$ cat src/rtl/ctlreg_pkg.sv
package ctlreg_pkg;

    typedef enum logic [1:0] {
        OP_READ  = 2'd0,
        OP_SWAP  = 2'd1,
        OP_SET   = 2'd2,
        OP_CLEAR = 2'd3
    } ctl_op_e;

    localparam logic [4:0] IDX_STATUS  = 5'd0;
    localparam logic [4:0] IDX_EPC     = 5'd1;
    localparam logic [4:0] IDX_EVEC    = 5'd3;
    localparam logic [4:0] IDX_COMPARE = 5'd5;
    localparam logic [4:0] IDX_CAUSE   = 5'd6;
    localparam logic [4:0] IDX_IPI_TX  = 5'd8;
    localparam logic [4:0] IDX_IPI_CLR = 5'd9;
    localparam logic [4:0] IDX_COREID  = 5'd10;
    localparam logic [4:0] IDX_IMPL    = 5'd11;
    localparam logic [4:0] IDX_SCR0    = 5'd12;
    localparam logic [4:0] IDX_SCR1    = 5'd13;
    localparam logic [4:0] IDX_VBANK   = 5'd18;

    // status bit positions
    localparam int ST_TRAP_EN = 0;
    localparam int ST_FPU     = 1;
    localparam int ST_VEC     = 2;
    localparam int ST_RVC     = 3;
    localparam int ST_PREV_S  = 4;
    localparam int ST_SUP     = 5;
    localparam int ST_U64     = 6;
    localparam int ST_S64     = 7;
    localparam int ST_VM      = 8;
    localparam int ST_IM_LO   = 16;
    localparam int ST_IM_HI   = 23;

    localparam logic [31:0] ST_KEEP = 32'h00FF_01FF;

    function automatic logic [31:0] status_mask(bit has64, bit hasfpu, bit hasrvc, bit hasvec);
        logic [31:0] m;
        m = ST_KEEP;
        if (!has64) begin
            m[ST_U64] = 1'b0;
            m[ST_S64] = 1'b0;
        end
        if (!hasfpu) m[ST_FPU] = 1'b0;
        if (!hasrvc) m[ST_RVC] = 1'b0;
        if (!hasvec) m[ST_VEC] = 1'b0;
        return m;
    endfunction

endpackage

$ cat src/rtl/ctlreg_rmw.sv
module ctlreg_rmw import ctlreg_pkg::*; #(
    parameter int W = 64
) (
    input  logic [1:0]   op_i,
    input  logic [W-1:0] old_i,
    input  logic [W-1:0] opnd_i,
    output logic [W-1:0] new_o,
    output logic         wr_o
);
    always_comb begin
        unique case (ctl_op_e'(op_i))
            OP_SWAP:  new_o = opnd_i;
            OP_SET:   new_o = old_i | opnd_i;
            OP_CLEAR: new_o = old_i & ~opnd_i;
            default:  new_o = old_i;
        endcase
        wr_o = (ctl_op_e'(op_i) != OP_READ);
    end
endmodule

$ cat src/rtl/ctlreg_status_filter.sv
module ctlreg_status_filter import ctlreg_pkg::*; #(
    parameter int W       = 64,
    parameter bit HAS_64  = 1'b1,
    parameter bit HAS_FPU = 1'b1,
    parameter bit HAS_RVC = 1'b0,
    parameter bit HAS_VEC = 1'b1
) (
    input  logic [W-1:0] raw_i,
    output logic [W-1:0] clean_o
);
    localparam logic [31:0]  MASK32 = status_mask(HAS_64, HAS_FPU, HAS_RVC, HAS_VEC);
    localparam logic [W-1:0] MASK   = W'(MASK32);

    assign clean_o = raw_i & MASK;
endmodule

$ cat src/rtl/ctlreg_popcount.sv
module ctlreg_popcount #(
    parameter int W  = 64,
    localparam int CW = $clog2(W + 1)
) (
    input  logic [W-1:0]  bits_i,
    output logic [CW-1:0] count_o
);
    logic [CW-1:0] partial [0:W];

    assign partial[0] = '0;
    for (genvar g = 0; g < W; g++) begin : g_acc
        assign partial[g+1] = partial[g] + CW'(bits_i[g]);
    end
    assign count_o = partial[W];
endmodule

$ cat src/rtl/ctlreg_bank.sv
module ctlreg_bank import ctlreg_pkg::*; #(
    parameter int             XLEN       = 64,
    parameter logic [XLEN-1:0] CORE_ID   = '0,
    parameter logic [XLEN-1:0] EVEC_RESET = XLEN'(32'h0000_2000),
    parameter bit             HAS_64     = 1'b1,
    parameter bit             HAS_FPU    = 1'b1,
    parameter bit             HAS_RVC    = 1'b0,
    parameter bit             HAS_VEC    = 1'b1,
    localparam int            BCW        = $clog2(XLEN + 1)
) (
    input  logic            clk,
    input  logic            rst_n,
    input  logic            req_i,
    input  logic [1:0]      op_i,
    input  logic [4:0]      idx_i,
    input  logic [XLEN-1:0] wdata_i,
    input  logic            sup_i,
    output logic [XLEN-1:0] rdata_o,
    output logic            rvalid_o,
    output logic            priv_fault_o,
    output logic            ipi_send_o,
    output logic [XLEN-1:0] ipi_target_o,
    output logic            ipi_clr_o,
    output logic            timer_clr_o,
    output logic            tlb_flush_o,
    output logic            wide_mode_o,
    output logic [BCW-1:0]  bank_count_o
);
    localparam logic [XLEN-1:0] VBANK_MASK = XLEN'(8'hFF);
    localparam logic [XLEN-1:0] ST_RAW_RESET =
        XLEN'(32'h00FF_0000 | (32'd1 << ST_S64) | (32'd1 << ST_SUP) | (32'd1 << ST_TRAP_EN));
    localparam logic [XLEN-1:0] ST_RESET =
        ST_RAW_RESET & XLEN'(status_mask(HAS_64, HAS_FPU, HAS_RVC, HAS_VEC));

    typedef struct packed {
        logic [XLEN-1:0] status;
        logic [XLEN-1:0] epc;
        logic [XLEN-1:0] evec;
        logic [XLEN-1:0] cause;
        logic [XLEN-1:0] compare;
        logic [XLEN-1:0] scratch0;
        logic [XLEN-1:0] scratch1;
        logic [XLEN-1:0] vbank;
        logic [XLEN-1:0] rdata;
        logic [XLEN-1:0] ipi_tgt;
        logic            rvalid;
        logic            fault;
        logic            tlb;
        logic            ipi_send;
        logic            ipi_clr;
        logic            tmr_clr;
    } regs_t;

    regs_t q, d;

    logic [XLEN-1:0] old_val;
    logic [XLEN-1:0] new_val;
    logic [XLEN-1:0] status_new;
    logic            op_writes;
    logic            grant;
    logic            do_write;

    // old-value selection
    always_comb begin
        unique case (idx_i)
            IDX_STATUS:  old_val = q.status;
            IDX_EPC:     old_val = q.epc;
            IDX_EVEC:    old_val = q.evec;
            IDX_COMPARE: old_val = q.compare;
            IDX_CAUSE:   old_val = q.cause;
            IDX_COREID:  old_val = CORE_ID;
            IDX_IMPL:    old_val = XLEN'(1);
            IDX_SCR0:    old_val = q.scratch0;
            IDX_SCR1:    old_val = q.scratch1;
            IDX_VBANK:   old_val = q.vbank;
            default:     old_val = '1;
        endcase
    end

    ctlreg_rmw #(.W(XLEN)) u_rmw (
        .op_i   (op_i),
        .old_i  (old_val),
        .opnd_i (wdata_i),
        .new_o  (new_val),
        .wr_o   (op_writes)
    );

    ctlreg_status_filter #(
        .W(XLEN), .HAS_64(HAS_64), .HAS_FPU(HAS_FPU),
        .HAS_RVC(HAS_RVC), .HAS_VEC(HAS_VEC)
    ) u_filter (
        .raw_i   (new_val),
        .clean_o (status_new)
    );

    ctlreg_popcount #(.W(XLEN)) u_popcnt (
        .bits_i  (q.vbank),
        .count_o (bank_count_o)
    );

    assign grant    = req_i & sup_i;
    assign do_write = grant & op_writes;

    // next-state
    always_comb begin
        d          = q;
        d.rvalid   = grant;
        d.fault    = req_i & ~sup_i;
        d.rdata    = grant ? old_val : '0;
        d.tlb      = 1'b0;
        d.ipi_send = 1'b0;
        d.ipi_clr  = 1'b0;
        d.tmr_clr  = 1'b0;
        if (do_write) begin
            unique case (idx_i)
                IDX_STATUS: begin
                    d.status = status_new;
                    d.tlb    = 1'b1;
                end
                IDX_EPC:     d.epc      = new_val;
                IDX_EVEC:    d.evec     = new_val;
                IDX_CAUSE:   d.cause    = new_val;
                IDX_COMPARE: begin
                    d.compare = new_val;
                    d.tmr_clr = 1'b1;
                end
                IDX_IPI_TX: begin
                    d.ipi_send = 1'b1;
                    d.ipi_tgt  = new_val;
                end
                IDX_IPI_CLR: d.ipi_clr  = 1'b1;
                IDX_SCR0:    d.scratch0 = new_val;
                IDX_SCR1:    d.scratch1 = new_val;
                IDX_VBANK:   d.vbank    = new_val & VBANK_MASK;
                default: ;
            endcase
        end
    end

    always_ff @(posedge clk or negedge rst_n) begin
        if (!rst_n) begin
            q        <= '0;
            q.status <= ST_RESET;
            q.evec   <= EVEC_RESET;
        end else begin
            q <= d;
        end
    end

    assign rdata_o      = q.rdata;
    assign rvalid_o     = q.rvalid;
    assign priv_fault_o = q.fault;
    assign ipi_send_o   = q.ipi_send;
    assign ipi_target_o = q.ipi_tgt;
    assign ipi_clr_o    = q.ipi_clr;
    assign timer_clr_o  = q.tmr_clr;
    assign tlb_flush_o  = q.tlb;
    assign wide_mode_o  = q.status[ST_SUP] ? q.status[ST_S64] : q.status[ST_U64];

endmodule

$ cat config.mk
export PLATFORM = sky130hd
export DESIGN_NAME = ctlreg_bank
export DESIGN_NICKNAME = d
export VERILOG_FILES = /design/src/rtl/ctlreg_pkg.sv /design/src/rtl/ctlreg_rmw.sv /design/src/rtl/ctlreg_status_filter.sv /design/src/rtl/ctlreg_popcount.sv /design/src/rtl/ctlreg_bank.sv
export SDC_FILE = /design/constraint.sdc
export NUM_CORES = 1
export LEC_CHECK = 0
export ABC_CLOCK_PERIOD_IN_PS = 5800
export CORE_MARGIN = 4
export CORE_UTILIZATION = 45
export CTS_CLUSTER_DIAMETER = 60
export DETAILED_ROUTE_END_ITERATION = 7
export SLEW_MARGIN = 20
export SYNTH_ARGS = -nofsm -noshare
export SYNTH_HDL_FRONTEND = slang
export SYNTH_SLANG_ARGS = --single-unit
$ cat constraint.sdc
create_clock -name clk -period 5.8 [get_ports clk]
set_input_delay 0.58 -clock clk [delete_from_list [all_inputs] [get_ports clk]]
set_output_delay 0.58 -clock clk [all_outputs]
set_load 0.03 [all_outputs]
* Word-level counts from Yosys, hierarchy flattened *
Index checks and enable logic that the tools add are counted.

storage, ports and cells
  register bits = 542
  bits in latches = 0
  bits in writable memories = 0
  memory bits (read-only) = 0
  output and inout port bits = 142
  memories = 0

operators by class
  $add $sub $neg = 7
  multipliers = 0
  div/mod/pow operators = 0
  order comparisons = 0
  eq/ne operators = 14
  shift-type cells = 0
  muxes and demuxes = 9
  bitwise gates (word level) = 7
  reduce and logical (&&, ||, !) cells = 11

operators by type and width
  cell                                                                    count
  64-bit one-hot mux with 10 select lines                                 1
  64-bit one-hot mux with 3 select lines                                  1
  64-bit bitwise AND                                                      1
  64-bit 2-to-1 mux                                                       1
  64-bit NOT                                                              1
  64-bit bitwise OR                                                       1
  7-bit by 1-bit adder with 7-bit output                                  6
  5-bit by 4-bit equality test with 1-bit output (second input constant)  6
  2-bit AND reduction                                                     9
  5-bit by 3-bit equality test with 1-bit output (second input constant)  2
  5-bit by 1-bit equality test with 1-bit output (second input constant)  1
  5-bit by 2-bit equality test with 1-bit output (second input constant)  1
  5-bit equality test (second input constant)                             1
  5-bit logical NOT                                                       1
  1-bit 2-to-1 mux                                                        5
  2-bit equality test (second input constant)                             2
  4-bit 2-to-1 mux                                                        1
  1-bit bitwise AND                                                       3
  1-bit by 1-bit adder with 2-bit output                                  1
  2-bit by 1-bit equality test with 1-bit output (second input constant)  1
  2-bit nonzero test                                                      1
  1-bit NOT                                                               1

* Longest topological paths before layout *
  word-level depth = 7
  mapped depth = 11
  depth with buffers taken out = 8

* Modules after synthesis *
Synthesis repeated with hierarchy kept, for this count alone.

second synthesis, totals
  cells, all modules = 2502
  area total of the unflattened synthesis = 30361.6 um^2

by module, submodules not included
  module                instances  cells an instance  area each (um^2)
  ctlreg_bank           1          1970               26336.5
  ctlreg_rmw            1          285                1786.7
  ctlreg_popcount       1          182                1754.2
  ctlreg_status_filter  1          65                 484.2

* Worst setup path before layout *
Ideal clock, no wire load.

  path type = reg2out
  start point = register q[136] (netlist bit)
  end point = output bank_count_o[2]
  arrival = 2.594 ns
  setup slack = 2.626 ns
  cell stages (with the launch flop) = 9
  cells stage by stage = dfrtp_1 -> inv_1 -> fa_1 -> fa_1 -> inv_1 -> fa_1 -> inv_1 -> fa_1 -> xnor2_1

between the ends
  word-level cells in the longest chain between the ends = 6

ends and longest elaborated chain
  what                                                 RTL line               source
  start: declaration                                   ctlreg_bank.sv:54      regs_t q, d;
  7-bit by 1-bit adder with 7-bit output (6 in a row)  ctlreg_popcount.sv:12  assign partial[g+1] = partial[g] + CW'(bits_i[g]);
  end: declaration                                     ctlreg_bank.sv:27      output logic [BCW-1:0] bank_count_o

No other way between the ends.

* Worst setup path after layout *
  start point = register q[137] (netlist bit)
  end point = output bank_count_o[2]

between the ends
  word-level cells in the longest chain between the ends = 5

ends and longest elaborated chain
  what                                                 RTL line
  7-bit by 1-bit adder with 7-bit output (5 in a row)  ctlreg_popcount.sv:12

No other way between the ends.

==> impl_metrics.yaml <==
worst_setup_path:
  crit_path_max_incr_delay_ns: 0.76
  crit_family: "adder cells"
  crit_chain: "inv_1 -> fa_1 -> fa_1 -> inv_1 -> fa_1 -> inv_1 -> fa_1 -> xnor2_1 -> clkdlybuf4s50_1"
  critPathArrivalTime_ns: 3.88
  crit_top_cell: "fa_1"
  end_kind: "output port"
  crit_type: "flop to output port"
  slowest_stage: "clkdlybuf4s50_1"
  cp-start-kind: "flop"
  path_buf_inv: 4
  r2r_setup_slack_ns: 3.55
  required_ns: 5.22
  critPathMaxFanout: 3
finish:
  fin_nets: 2728
  layout_common_cells: "dfrtp_1, nor2_1, nand2_1, clkdlybuf4s50_1, a21oi_1"
  final_util: 0.5223
  mostFrequentLayoutCell: "dfrtp_1"
  drive_above_1_share: 0.1500
  layout.cells.non_filler: 3460
  synthToLayoutAreaGrowth_pct: 14.26
sta:
  period_minus_slack_ns: 4.459
  fin_setup_tns_ns: 0
  maxSlewHeadroom: 0.2461
  holdWs_ns: -0.02036
  fin_crit_sh: 0.7687
  clock_skew_ns: 0.02432
  report.final.slew_viol_count: 0
  rsz0062_at_grt: "false"
  tightestPinTransition_ns: 1.131
  setup_viol: 0
  fmax_ghz: 0.2243
  hold_viol_final: 5
clocking:
  numCtsBuffers: 59
  hold_buffers: 0
  clock_latency_ns: 0.63
  cts_tree: "yes"
  cts-resized-gates: 0
  clock-sinks: 542
  postCtsSetupBuffers: 0
  clockBufferDepth: 3
  path_clk_slew_ns: 0.06
  cts_root_buf: "clkbuf_16"
  htree_levels: 2
routing:
  ant_nets: 0
  num_vias: 20610
  vias_per_cell: 5.956
  first_pass_iters: 7
  routed_wl_um: 81420
  wl_per_cell_um: 23.53
  first_iter_violations: 1961
  drc: 0
die:
  io_pins: 217
  dieWidth_um: 251.0
  coreArea_um2: 58140
  chipHeight_um: 251.0
  start_util: 0.4571
  rows: 88
  die_area_um2: 63010
job:
  max-cap-violations: 0
place:
  port_buffers: 213
  dp_cells: 3349
  gp_congestion: 0.8381
  hpwlAfterDp_um: 50370
grt:
  grt_pass1_vias: 20550
  antenna_found_initial: 5
  grt_max_degree: 182
  grt_usage: 0.2526
  grt_pass1_wl_um: 125200
  overflow: 0
synthesis:
  synth_flop_cell: "dfrtp_1"
  syn_area_per_cell_um2: 10.01
  ys_types: 88
  synth-edff-count: 0
  synth_seq_area_share: 0.5109
  netlist_instances: 2654
  ys_ff_latch: 542
  ys_warn_count: 0
  async_flop_share: 1.000
  syn_area_um2: 26580
run_status:
  violations: "hold timing"
  outcome: "complete, but fails checks"
power_and_ir_drop:
  power_density_nw_per_um2: 345.4
  peakVddDrop_uv: 271.0
  p_leak_nw: 13.43
min_path:
  hp-class: "input pin to async pin"
[sequential cells by signal (all words and copies together) (netlist names)]
name and cells:
tlb_flush_o 1, timer_clr_o 1, rvalid_o 1, rdata_o 64, ipi_target_o 64, q 408
ipi_send_o 1, ipi_clr_o 1, priv_fault_o 1
[cell usage after synthesis, types with 10 or more instances]
| cell type | number | area share |
|---|---|---|
| xnor2_1 | 36 | 0.012 |
| mux2_2 | 145 | 0.061 |
| a22oi_1 | 25 | 0.0071 |
| a2111o_1 | 15 | 0.0064 |
| buf_4 | 135 | 0.038 |
| nand3_1 | 62 | 0.012 |
| nor3_1 | 12 | 0.0023 |
| o21ai_1 | 13 | 0.0024 |
| o31ai_1 | 12 | 0.0034 |
| a32o_1 | 25 | 0.0094 |
| dfrtp_1 | 530 | 0.50 |
| buf_6 | 11 | 0.0047 |
| a22oi_2 | 11 | 0.0052 |
| a31oi_1 | 113 | 0.027 |
| a21oi_1 | 169 | 0.032 |
| a21o_1 | 17 | 0.0048 |
| inv_1 | 23 | 0.0032 |
| dfstp_2 | 12 | 0.012 |
| a32oi_1 | 17 | 0.0056 |
| mux2i_1 | 37 | 0.014 |
| o311ai_1 | 12 | 0.0040 |
| o221a_2 | 10 | 0.0042 |
| nor2_1 | 367 | 0.052 |
| clkbuf_1 | 129 | 0.018 |
| nand4_1 | 16 | 0.0038 |
| nand3b_1 | 29 | 0.0082 |
| o21ai_0 | 137 | 0.026 |
| a211oi_1 | 14 | 0.0040 |
| buf_1 | 16 | 0.0023 |
| nand2_1 | 253 | 0.036 |
| buf_2 | 47 | 0.0089 |
| and3_1 | 37 | 0.0087 |
[cell families (layout without fill, tap and decap cells)]
| family | after synthesis | after routing | synth area share |
|---|---|---|---|
| and+or+nand+nor | 835 | 835 | 0.1399 |
| AOI/OAI and AO/OA | 686 | 686 | 0.1809 |
| DFF | 542 | 542 | 0.5109 |
| buffers and inverters | 363 | 401 | 0.07566 |
| muxes | 184 | 184 | 0.07622 |
| xor gates and xnor gates | 36 | 36 | 0.01186 |
| adders and majority gates | 7 | 7 | 0.004426 |
| other | 1 | 4 | 0.0001411 |
[path summary, 6_finish.rpt]
path,startpoint,endpoint,cells past startpoint
setup / recovery,q[137]$_DFFE_PN0P_,bank_count_o[2],9
hold / removal,rst_n,q[548]$_DFFE_PN0P_,1
setup reg to reg,q[582]$_DFFE_PN1P_,q[518]$_DFFE_PN0P_,6
hold reg to reg,q[473]$_DFFE_PN0P_,q[473]$_DFFE_PN0P_,2
max in group asynchronous,rst_n,q[541]$_DFFE_PN0P_,3
min in group clk,q[473]$_DFFE_PN0P_,q[473]$_DFFE_PN0P_,2
[where the power goes]
group          switching [W]  internal [W]  total [W]
logic                0.00114      0.000781    0.00192
clock network        0.00158       0.00232    0.00390
registers           0.000316       0.00435    0.00467
[per-stage QoR]
stage	total power, W	instance area, um2	hold slack (ns)	setup WS [ns]
detailed placement	0.006639	28310	0.4651	1.659
floorplan	0.006016	26580	0.2844	2.626
finish	0.01049	30370	-0.02036	1.341
global route	0.01095	30360	0.04365	1.212
CTS	0.01055	30340	0.007079	1.305
global placement	0.006562	28310	0.4555	1.689
[final cells by class]
cell class	count	area [um2]
Clock buffer	87	1763
Multi-Input combinational cell	1751	11100
Fill cell	5150	27770
Inverter	25	93.84
Tap cell	765	957.2
Sequential cell	542	13580
Timing Repair Buffer	267	2603
Antenna cell	1	2.502
Clock inverter	22	264.0
[routing by layer]
| layer | vias up | global-route usage | share of wire |
|---|---|---|---|
| li1 | 9290 | - | - |
| met1 | 10450 | 0.3604 | 0.45 |
| met2 | 740 | 0.4002 | 0.45 |
| met3 | 126 | 0.05204 | 0.079 |
| met4 | 4 | 0.05928 | 0.021 |
| met5 | - | 0 | 0.00031 |
No activity file was read; power rests on OpenSTA's default activity.
